File: src/rtl/ser_audio_pkg.sv
`timescale 1ns/1ps
package ser_audio_pkg;
   typedef enum logic {
      RATIO_256 = 1'b0,
      RATIO_384 = 1'b1
   } ratio_sel_e;

   localparam int DEF_SAMPLE_W    = 16;
   localparam int DEF_SYNC_STAGES = 2;
   localparam int DEF_ZERO_FRAMES = 8192;
   localparam int DEF_RATIO_LO    = 256;
   localparam int DEF_RATIO_HI    = 384;

   // positions inside the synchronized input vector
   localparam int SYNC_BCLK = 0;
   localparam int SYNC_WS   = 1;
   localparam int SYNC_SD   = 2;
endpackage

File: src/rtl/sar_edge_sync.sv
`timescale 1ns/1ps
module sar_edge_sync #(
   parameter int WIDTH  = 3,
   parameter int EDGE_W = 2,
   parameter int STAGES = 2
) (
   input  logic              clk_i,
   input  logic              rst_ni,
   input  logic [WIDTH-1:0]  async_i,
   output logic [WIDTH-1:0]  level_o,
   output logic [EDGE_W-1:0] rise_o
);
   if (EDGE_W < 1 || EDGE_W > WIDTH) begin : g_bad_edge
      $error("sar_edge_sync: EDGE_W must lie in 1..WIDTH");
   end
   if (STAGES < 0) begin : g_bad_stages
      $error("sar_edge_sync: STAGES must not be negative");
   end

   if (STAGES == 0) begin : g_direct
      assign level_o = async_i;
   end else begin : g_chain
      logic [WIDTH-1:0] stg_q [STAGES];
      always_ff @(posedge clk_i or negedge rst_ni) begin
         if (!rst_ni) begin
            for (int i = 0; i < STAGES; i++) stg_q[i] <= '0;
         end else begin
            stg_q[0] <= async_i;
            for (int i = 1; i < STAGES; i++) stg_q[i] <= stg_q[i-1];
         end
      end
      assign level_o = stg_q[STAGES-1];
   end

   logic [EDGE_W-1:0] prev_q;
   always_ff @(posedge clk_i or negedge rst_ni) begin
      if (!rst_ni) prev_q <= '0;
      else         prev_q <= level_o[EDGE_W-1:0];
   end

   assign rise_o = level_o[EDGE_W-1:0] & ~prev_q;
endmodule

File: src/rtl/sar_deser.sv
`timescale 1ns/1ps
module sar_deser #(
   parameter int SAMPLE_W = 16
) (
   input  logic                clk_i,
   input  logic                rst_ni,
   input  logic                bit_rise_i,
   input  logic                ws_i,
   input  logic                sd_i,
   output logic                word_done_o,
   output logic                word_left_o,
   output logic [SAMPLE_W-1:0] word_data_o,
   output logic [SAMPLE_W-1:0] left_o,
   output logic [SAMPLE_W-1:0] right_o,
   output logic                valid_o
);
   localparam int CNT_W = $clog2(SAMPLE_W + 1);
   localparam logic [CNT_W-1:0] LAST_BIT = CNT_W'(SAMPLE_W - 1);
   localparam logic [CNT_W-1:0] FULL     = CNT_W'(SAMPLE_W);

   if (SAMPLE_W < 2) begin : g_bad_width
      $error("sar_deser: SAMPLE_W must be at least 2");
   end

   logic                ws_last_q;
   logic [CNT_W-1:0]    cnt_q;
   logic [SAMPLE_W-2:0] shr_q;
   logic [SAMPLE_W-1:0] left_hold_q;
   logic                slot_start;
   logic                in_word;

   assign slot_start  = bit_rise_i && (ws_i != ws_last_q);
   assign in_word     = bit_rise_i && !slot_start && (cnt_q < FULL);
   assign word_done_o = in_word && (cnt_q == LAST_BIT);
   assign word_data_o = {shr_q, sd_i};
   assign word_left_o = ws_i;

   always_ff @(posedge clk_i or negedge rst_ni) begin
      if (!rst_ni) begin
         ws_last_q   <= 1'b0;
         cnt_q       <= '0;
         shr_q       <= '0;
         left_hold_q <= '0;
         left_o      <= '0;
         right_o     <= '0;
         valid_o     <= 1'b0;
      end else begin
         valid_o <= 1'b0;
         if (slot_start) begin
            ws_last_q <= ws_i;
            cnt_q     <= CNT_W'(1);
            shr_q     <= (SAMPLE_W-1)'(sd_i);
         end else if (in_word) begin
            cnt_q <= cnt_q + 1'b1;
            shr_q <= word_data_o[SAMPLE_W-2:0];
         end
         if (word_done_o) begin
            if (ws_i) begin
               left_hold_q <= word_data_o;
            end else begin
               left_o  <= left_hold_q;
               right_o <= word_data_o;
               valid_o <= 1'b1;
            end
         end
      end
   end
endmodule

File: src/rtl/sar_zero_det.sv
`timescale 1ns/1ps
module sar_zero_det #(
   parameter int SAMPLE_W    = 16,
   parameter int ZERO_FRAMES = 8192
) (
   input  logic                clk_i,
   input  logic                rst_ni,
   input  logic                done_i,
   input  logic                left_i,
   input  logic [SAMPLE_W-1:0] data_i,
   output logic                zero_o
);
   localparam int ZC_W = $clog2(ZERO_FRAMES + 1);
   localparam logic [ZC_W-1:0] TERM = ZC_W'(ZERO_FRAMES);

   if (ZERO_FRAMES < 1) begin : g_bad_frames
      $error("sar_zero_det: ZERO_FRAMES must be at least 1");
   end

   logic [ZC_W-1:0] cnt_q;
   logic            left_zero_q;
   logic            nonzero;
   logic [ZC_W-1:0] cnt_inc;

   assign nonzero = |data_i;
   assign cnt_inc = cnt_q + 1'b1;

   always_ff @(posedge clk_i or negedge rst_ni) begin
      if (!rst_ni) begin
         cnt_q       <= '0;
         left_zero_q <= 1'b0;
         zero_o      <= 1'b0;
      end else if (done_i) begin
         if (nonzero) begin
            cnt_q       <= '0;
            zero_o      <= 1'b0;
            left_zero_q <= 1'b0;
         end else if (left_i) begin
            left_zero_q <= 1'b1;
         end else begin
            left_zero_q <= 1'b0;
            if (!left_zero_q) begin
               cnt_q  <= '0;
               zero_o <= 1'b0;
            end else if (cnt_q != TERM) begin
               cnt_q  <= cnt_inc;
               zero_o <= (cnt_inc == TERM);
            end
         end
      end
   end
endmodule

File: src/rtl/sar_ratio_chk.sv
`timescale 1ns/1ps
module sar_ratio_chk
   import ser_audio_pkg::*;
#(
   parameter int RATIO_LO = 256,
   parameter int RATIO_HI = 384
) (
   input  logic       clk_i,
   input  logic       rst_ni,
   input  logic       ws_rise_i,
   input  ratio_sel_e sel_i,
   output logic       err_o
);
   localparam int RC_W = $clog2(RATIO_HI + 1) + 1;
   localparam logic [RC_W-1:0] CMAX = '1;

   if (RATIO_LO < 2 || RATIO_HI <= RATIO_LO) begin : g_bad_ratio
      $error("sar_ratio_chk: need 2 <= RATIO_LO < RATIO_HI");
   end

   logic [RC_W-1:0] cnt_q;
   logic [RC_W-1:0] expect_cnt;
   logic            armed_q;

   assign expect_cnt = (sel_i == RATIO_384) ? RC_W'(RATIO_HI) : RC_W'(RATIO_LO);

   always_ff @(posedge clk_i or negedge rst_ni) begin
      if (!rst_ni) begin
         cnt_q   <= '0;
         armed_q <= 1'b0;
         err_o   <= 1'b0;
      end else if (ws_rise_i) begin
         cnt_q   <= RC_W'(1);
         armed_q <= 1'b1;
         if (armed_q) err_o <= (cnt_q != expect_cnt);
      end else if (cnt_q != CMAX) begin
         cnt_q <= cnt_q + 1'b1;
      end
   end
endmodule

File: src/rtl/ser_audio_rx.sv
`timescale 1ns/1ps
module ser_audio_rx
   import ser_audio_pkg::*;
#(
   parameter int SAMPLE_W    = DEF_SAMPLE_W,
   parameter int SYNC_STAGES = DEF_SYNC_STAGES,
   parameter int ZERO_FRAMES = DEF_ZERO_FRAMES,
   parameter int RATIO_LO    = DEF_RATIO_LO,
   parameter int RATIO_HI    = DEF_RATIO_HI
) (
   input  logic                clk_i,
   input  logic                rst_ni,
   input  logic                ratio_sel_i,
   input  logic                sclk_i,
   input  logic                ws_i,
   input  logic                sd_i,
   output logic [SAMPLE_W-1:0] left_o,
   output logic [SAMPLE_W-1:0] right_o,
   output logic                valid_o,
   output logic                zero_o,
   output logic                ratio_err_o
);
   localparam int IN_W   = 3;
   localparam int EDGE_W = 2;

   logic [IN_W-1:0]     raw_in;
   logic [IN_W-1:0]     sync_lvl;
   logic [EDGE_W-1:0]   sync_rise;
   logic                bit_rise;
   logic                ws_rise_w;
   logic                unused_bclk_lvl;
   logic                wd_done;
   logic                wd_left;
   logic [SAMPLE_W-1:0] wd_data;
   ratio_sel_e          sel_e;

   assign raw_in[SYNC_BCLK] = sclk_i;
   assign raw_in[SYNC_WS]   = ws_i;
   assign raw_in[SYNC_SD]   = sd_i;

   sar_edge_sync #(
      .WIDTH (IN_W),
      .EDGE_W(EDGE_W),
      .STAGES(SYNC_STAGES)
   ) sync_i (
      .clk_i  (clk_i),
      .rst_ni (rst_ni),
      .async_i(raw_in),
      .level_o(sync_lvl),
      .rise_o (sync_rise)
   );

   assign bit_rise        = sync_rise[SYNC_BCLK];
   assign ws_rise_w       = sync_rise[SYNC_WS];
   assign unused_bclk_lvl = sync_lvl[SYNC_BCLK];

   sar_deser #(
      .SAMPLE_W(SAMPLE_W)
   ) deser_i (
      .clk_i      (clk_i),
      .rst_ni     (rst_ni),
      .bit_rise_i (bit_rise),
      .ws_i       (sync_lvl[SYNC_WS]),
      .sd_i       (sync_lvl[SYNC_SD]),
      .word_done_o(wd_done),
      .word_left_o(wd_left),
      .word_data_o(wd_data),
      .left_o     (left_o),
      .right_o    (right_o),
      .valid_o    (valid_o)
   );

   sar_zero_det #(
      .SAMPLE_W   (SAMPLE_W),
      .ZERO_FRAMES(ZERO_FRAMES)
   ) zero_i (
      .clk_i (clk_i),
      .rst_ni(rst_ni),
      .done_i(wd_done),
      .left_i(wd_left),
      .data_i(wd_data),
      .zero_o(zero_o)
   );

   assign sel_e = ratio_sel_e'(ratio_sel_i);

   sar_ratio_chk #(
      .RATIO_LO(RATIO_LO),
      .RATIO_HI(RATIO_HI)
   ) ratio_i (
      .clk_i    (clk_i),
      .rst_ni   (rst_ni),
      .ws_rise_i(ws_rise_w),
      .sel_i    (sel_e),
      .err_o    (ratio_err_o)
   );
endmodule

File: config.mk
export PLATFORM = sky130hd
export DESIGN_NAME = ser_audio_rx
export DESIGN_NICKNAME = d
export VERILOG_FILES = /design/src/rtl/ser_audio_pkg.sv /design/src/rtl/sar_edge_sync.sv /design/src/rtl/sar_deser.sv /design/src/rtl/sar_zero_det.sv /design/src/rtl/sar_ratio_chk.sv /design/src/rtl/ser_audio_rx.sv
export SDC_FILE = /design/constraint.sdc
export NUM_CORES = 1
export LEC_CHECK = 0
export BUFFER_PORTS_ARGS = -buffer_cell sky130_fd_sc_hd__buf_2
export CAP_MARGIN = 40
export CORE_MARGIN = 10
export CORE_UTILIZATION = 47
export DETAILED_ROUTE_END_ITERATION = 16
export PLACE_DENSITY = 0.65
export SYNTH_ARGS = -nofsm -noshare
export SYNTH_HDL_FRONTEND = slang
export SYNTH_HIERARCHICAL = 1
export SYNTH_SLANG_ARGS = --single-unit
export TNS_END_PERCENT = 20
File: constraint.sdc
create_clock -name clk_i -period 2.4 [get_ports clk_i]
set_input_delay 0.24 -clock clk_i [delete_from_list [all_inputs] [get_ports clk_i]]
set_output_delay 0.24 -clock clk_i [all_outputs]
set_load 0.05 [all_outputs]
==> impl_results.md <==
* Outcome: complete, no violations
* Crit. Startpoint: deser_i/cnt_q[0]$_DFFE_PN0P_
* Synth Net Count at 408
* Number of nets still failing antenna checks after routing at 0
* Number of antenna violations at the first check in global routing at 0
* Mapped cell area at 4850 µm²
* Maximum number of pins on one net before global-route repair at 51
* Fmax at 464.7 MHz
* Crit-path max FO at 26
* Number of global-route vias before repair at 3,196
* TritonCTS clock tree: yes
* Logic gate share of total power at 0.083
* Data arrival time of the critical path at 2470 ps
* HPWL after DPL at 6464 µm
* Cell-by-cell trace of the critical path: ha_1 > and3_1 > ha_1 > and3_1 > nand3b_1 > nor3_2 > buf_4 > and4_1 > a41o_1
* Number of levels the H-tree was split into at 3
* Max transition margin at 0.5783
* Total net switching power at 887.9 µW
* Core footprint at 10,180 µm²
* Clock root buffer master: sky130_fd_sc_hd__clkbuf_8
* Worst Clk Skew at 10.22 ps
* Clock Path Buffers at 2
* Slowest stage cell on the critical path: sky130_fd_sc_hd__dfrtp_1
* Req. time, crit path at 2710 ps
* Max-capacitance violation count at 0
* Worst-case setup slack after placement at 244.1 ps
* Vias/cell at 5.667
* Total CTS buffers at 9
* Gate family responsible for the most delay along the worst path: simple AND/OR/NAND/NOR gates
* Clk pwr share at 0.319
* Drt first pass iters at 4
* Least setup slack across all paths after layout at 248.3 ps
* Buffers added on ports at 40
* Multi-input gate area in the final layout at 1993 µm²
* Fraction of power consumed by sequential logic at 0.597
* Initial drt markers at 164
* Die Wd at 121.6 µm
* Utilization after layout at 0.5292
* Global-route total usage across every layer at 0.1303
* Switching share of total power at 0.2702
* Number of standard cells after synthesis at 396
* Leakage power at 2.593 nW
* Synthesized area per cell at 12.25 µm²
* Via count at 3,264
* Final slew viol count at 0
* Post-synthesis to final-layout area growth at 11.15%
* Final worst path period need at 2152 ps
* Routed len/inst at 16.42 µm
* Fillcell total at 884
* Die Footprint at 14,780 µm²
* Final setup violation count at 0
* FF/Latch Area at 2653 µm²
* Maximum resistive drop on vdd at 0.4463 mV
* Diodes inserted at 0
* Number of placement rows at 37
* TritonCTS Sinks at 106
* Layout cells sized above 1 at 0.2386
* Launch instance of the worst min-delay path: ratio_sel_i
* Category of the worst setup path capture point: flip-flop
* Total Negative Setup Slacks at 0 ps
* Number of post-CTS setup repair buffers at 0
* Initial core utilization at 0.4762
* Clock transition at the registers of the reported paths at 100 ps
* Class of the most critical setup path: reg2reg
* Transition at the pin with the smallest max-transition slack at 632.6 ps
* Part of the cycle the worst path needs at 0.8965
* Internal power contribution at 2.398 mW
* Residual DRC count at 0
* Setup repair after global routing missed its margin: false
* Global route overflow at 0
* RR Startpoint: deser_i/cnt_q[0]$_DFFE_PN0P_
* First-pass GRT wire length at 15,780 µm
* Final-stage net count at 448
* Overall power consumption at 3.286 mW
* Height of the chip at 121.6 µm
* Critical Path Max Stage Delay at 400 ps
* Startpoint class of the critical path: flip-flop
* Buf/Inv on CP at 1
* GPL Wtd Cong at 0.9064
* Aggregate routed wire length at 9456 µm
* I/O pins at 41
* Tightest Hold Check Type: in2reg
* Hold violation count in the final report at 0
* Number of warnings printed during yosys synthesis at 6
* Power per standard cell area at 609.7 nW/µm²
* Worst-Skew Late Latency at 370 ps
## worst reg2reg max path: cells and delay by family, from the launching register on
kind | cells | cell delay [ps]
and+or+nand+nor | 5 | 900
DFF | 1 | 400
adders and majority gates | 2 | 370
buffers and inverters | 1 | 290
AOI/OAI and AO/OA | 1 | 150
## power by group through the flow
stage / logic (mW) / registers, mW / clock network (mW)
after floorplan: 0.181 / 1.97 / 0
after global placement: 0.269 / 1.99 / 0
after detailed placement: 0.273 / 2.00 / 0
after CTS: 0.279 / 1.96 / 1.08
after global routing: 0.316 / 1.97 / 1.15
final: 0.274 / 1.96 / 1.05
## area by class of cell
| class | count | share of cell area |
|---|---|---|
| well taps | 136 | 0.03157 |
| repair buffers | 55 | 0.06500 |
| flip-flops and latches | 106 | 0.4921 |
| clock buffers | 10 | 0.02553 |
| inverters | 10 | 0.006964 |
| multi-input cells | 254 | 0.3698 |
| clock inverters | 5 | 0.009053 |
## state kept, by name (all words and copies together) (netlist names)
signal,cells
deser_i/left_o,16
deser_i/right_o,16
deser_i/left_hold_q,16
ratio_i/cnt_q,10
sync_i/g_chain.stg_q,3
deser_i/valid_o,1
deser_i/shr_q,15
zero_i/zero_o,1
zero_i/cnt_q,14
deser_i/ws_last_q,1
sync_i/prev_q,2
ratio_i/armed_q,1
ratio_i/err_o,1
deser_i/cnt_q,5
sync_i/level_o,3
zero_i/left_zero_q,1
## per-stage QoR
stage	instances	cell area [µm²]	hold slack, ps
finish	576	5390	328.6
global route	576	5390	334.9
CTS	576	5385	317.4
detailed placement	557	5159	308.5
global placement	557	5159	303.6
floorplan	396	4850	-55.59
## layer usage
layer,global-route usage,share of wire
met4,0.04769,0.014
met3,0.03469,0.048
met5,0,0
met1,0.1715,0.46
met2,0.2030,0.48
## path summary, 6_finish.rpt
path                       depth (start not counted)                              to  slack, ps
min reg2reg                                        0     sync_i/level_o[0]$_DFF_PN0_        360
min                                                4       ratio_i/err_o$_DFFE_PN0P_        330
max                                                9       zero_i/zero_o$_DFFE_PN0P_        250
max in group asynchronous                          3     zero_i/cnt_q[6]$_DFFE_PN0P_       1310
max reg2reg                                        9       zero_i/zero_o$_DFFE_PN0P_        250
min in group asynchronous                          2  deser_i/left_o[12]$_DFFE_PN0P_        430
## repair_timing
action                                  in CTS  in global routing
endpoints found under the setup margin       0                  3
gates resized for setup                      0                  1
hold endpoints to repair                    50                  0
hold buffers                                 4                  0
## cells in the final DEF (no fill, tap or decap), types with 3 or more instances in the layout
| cell type | count |
|---|---|
| sky130_fd_sc_hd__nand4_1 | 4 |
| sky130_fd_sc_hd__mux2_1 | 29 |
| sky130_fd_sc_hd__mux2_4 | 11 |
| sky130_fd_sc_hd__a22o_1 | 11 |
| sky130_fd_sc_hd__and3_1 | 3 |
| sky130_fd_sc_hd__dlygate4sd3_1 | 4 |
| sky130_fd_sc_hd__nand2b_1 | 3 |
| sky130_fd_sc_hd__o21ai_0 | 12 |
| sky130_fd_sc_hd__nor2b_4 | 3 |
| sky130_fd_sc_hd__clkbuf_8 | 10 |
| sky130_fd_sc_hd__buf_2 | 39 |
| sky130_fd_sc_hd__a31oi_1 | 20 |
| sky130_fd_sc_hd__xnor2_1 | 3 |
| sky130_fd_sc_hd__mux2_2 | 11 |
| sky130_fd_sc_hd__nand2_1 | 19 |
| sky130_fd_sc_hd__or3_1 | 3 |
| sky130_fd_sc_hd__a311oi_1 | 4 |
| sky130_fd_sc_hd__clkinv_4 | 3 |
| sky130_fd_sc_hd__o21ai_1 | 3 |
| sky130_fd_sc_hd__nor4_1 | 6 |
| sky130_fd_sc_hd__buf_4 | 10 |
| sky130_fd_sc_hd__dfrtp_1 | 106 |
| sky130_fd_sc_hd__inv_1 | 10 |
| sky130_fd_sc_hd__nand3_1 | 22 |
| sky130_fd_sc_hd__a21oi_1 | 9 |
| sky130_fd_sc_hd__nor2b_1 | 6 |
| sky130_fd_sc_hd__nor3_1 | 6 |
| sky130_fd_sc_hd__mux2i_1 | 4 |
| sky130_fd_sc_hd__ha_1 | 6 |
| sky130_fd_sc_hd__and4_1 | 6 |
| sky130_fd_sc_hd__nor2_1 | 12 |
| sky130_fd_sc_hd__a41oi_1 | 5 |
Note: power is estimated with default switching activity, not from simulation.
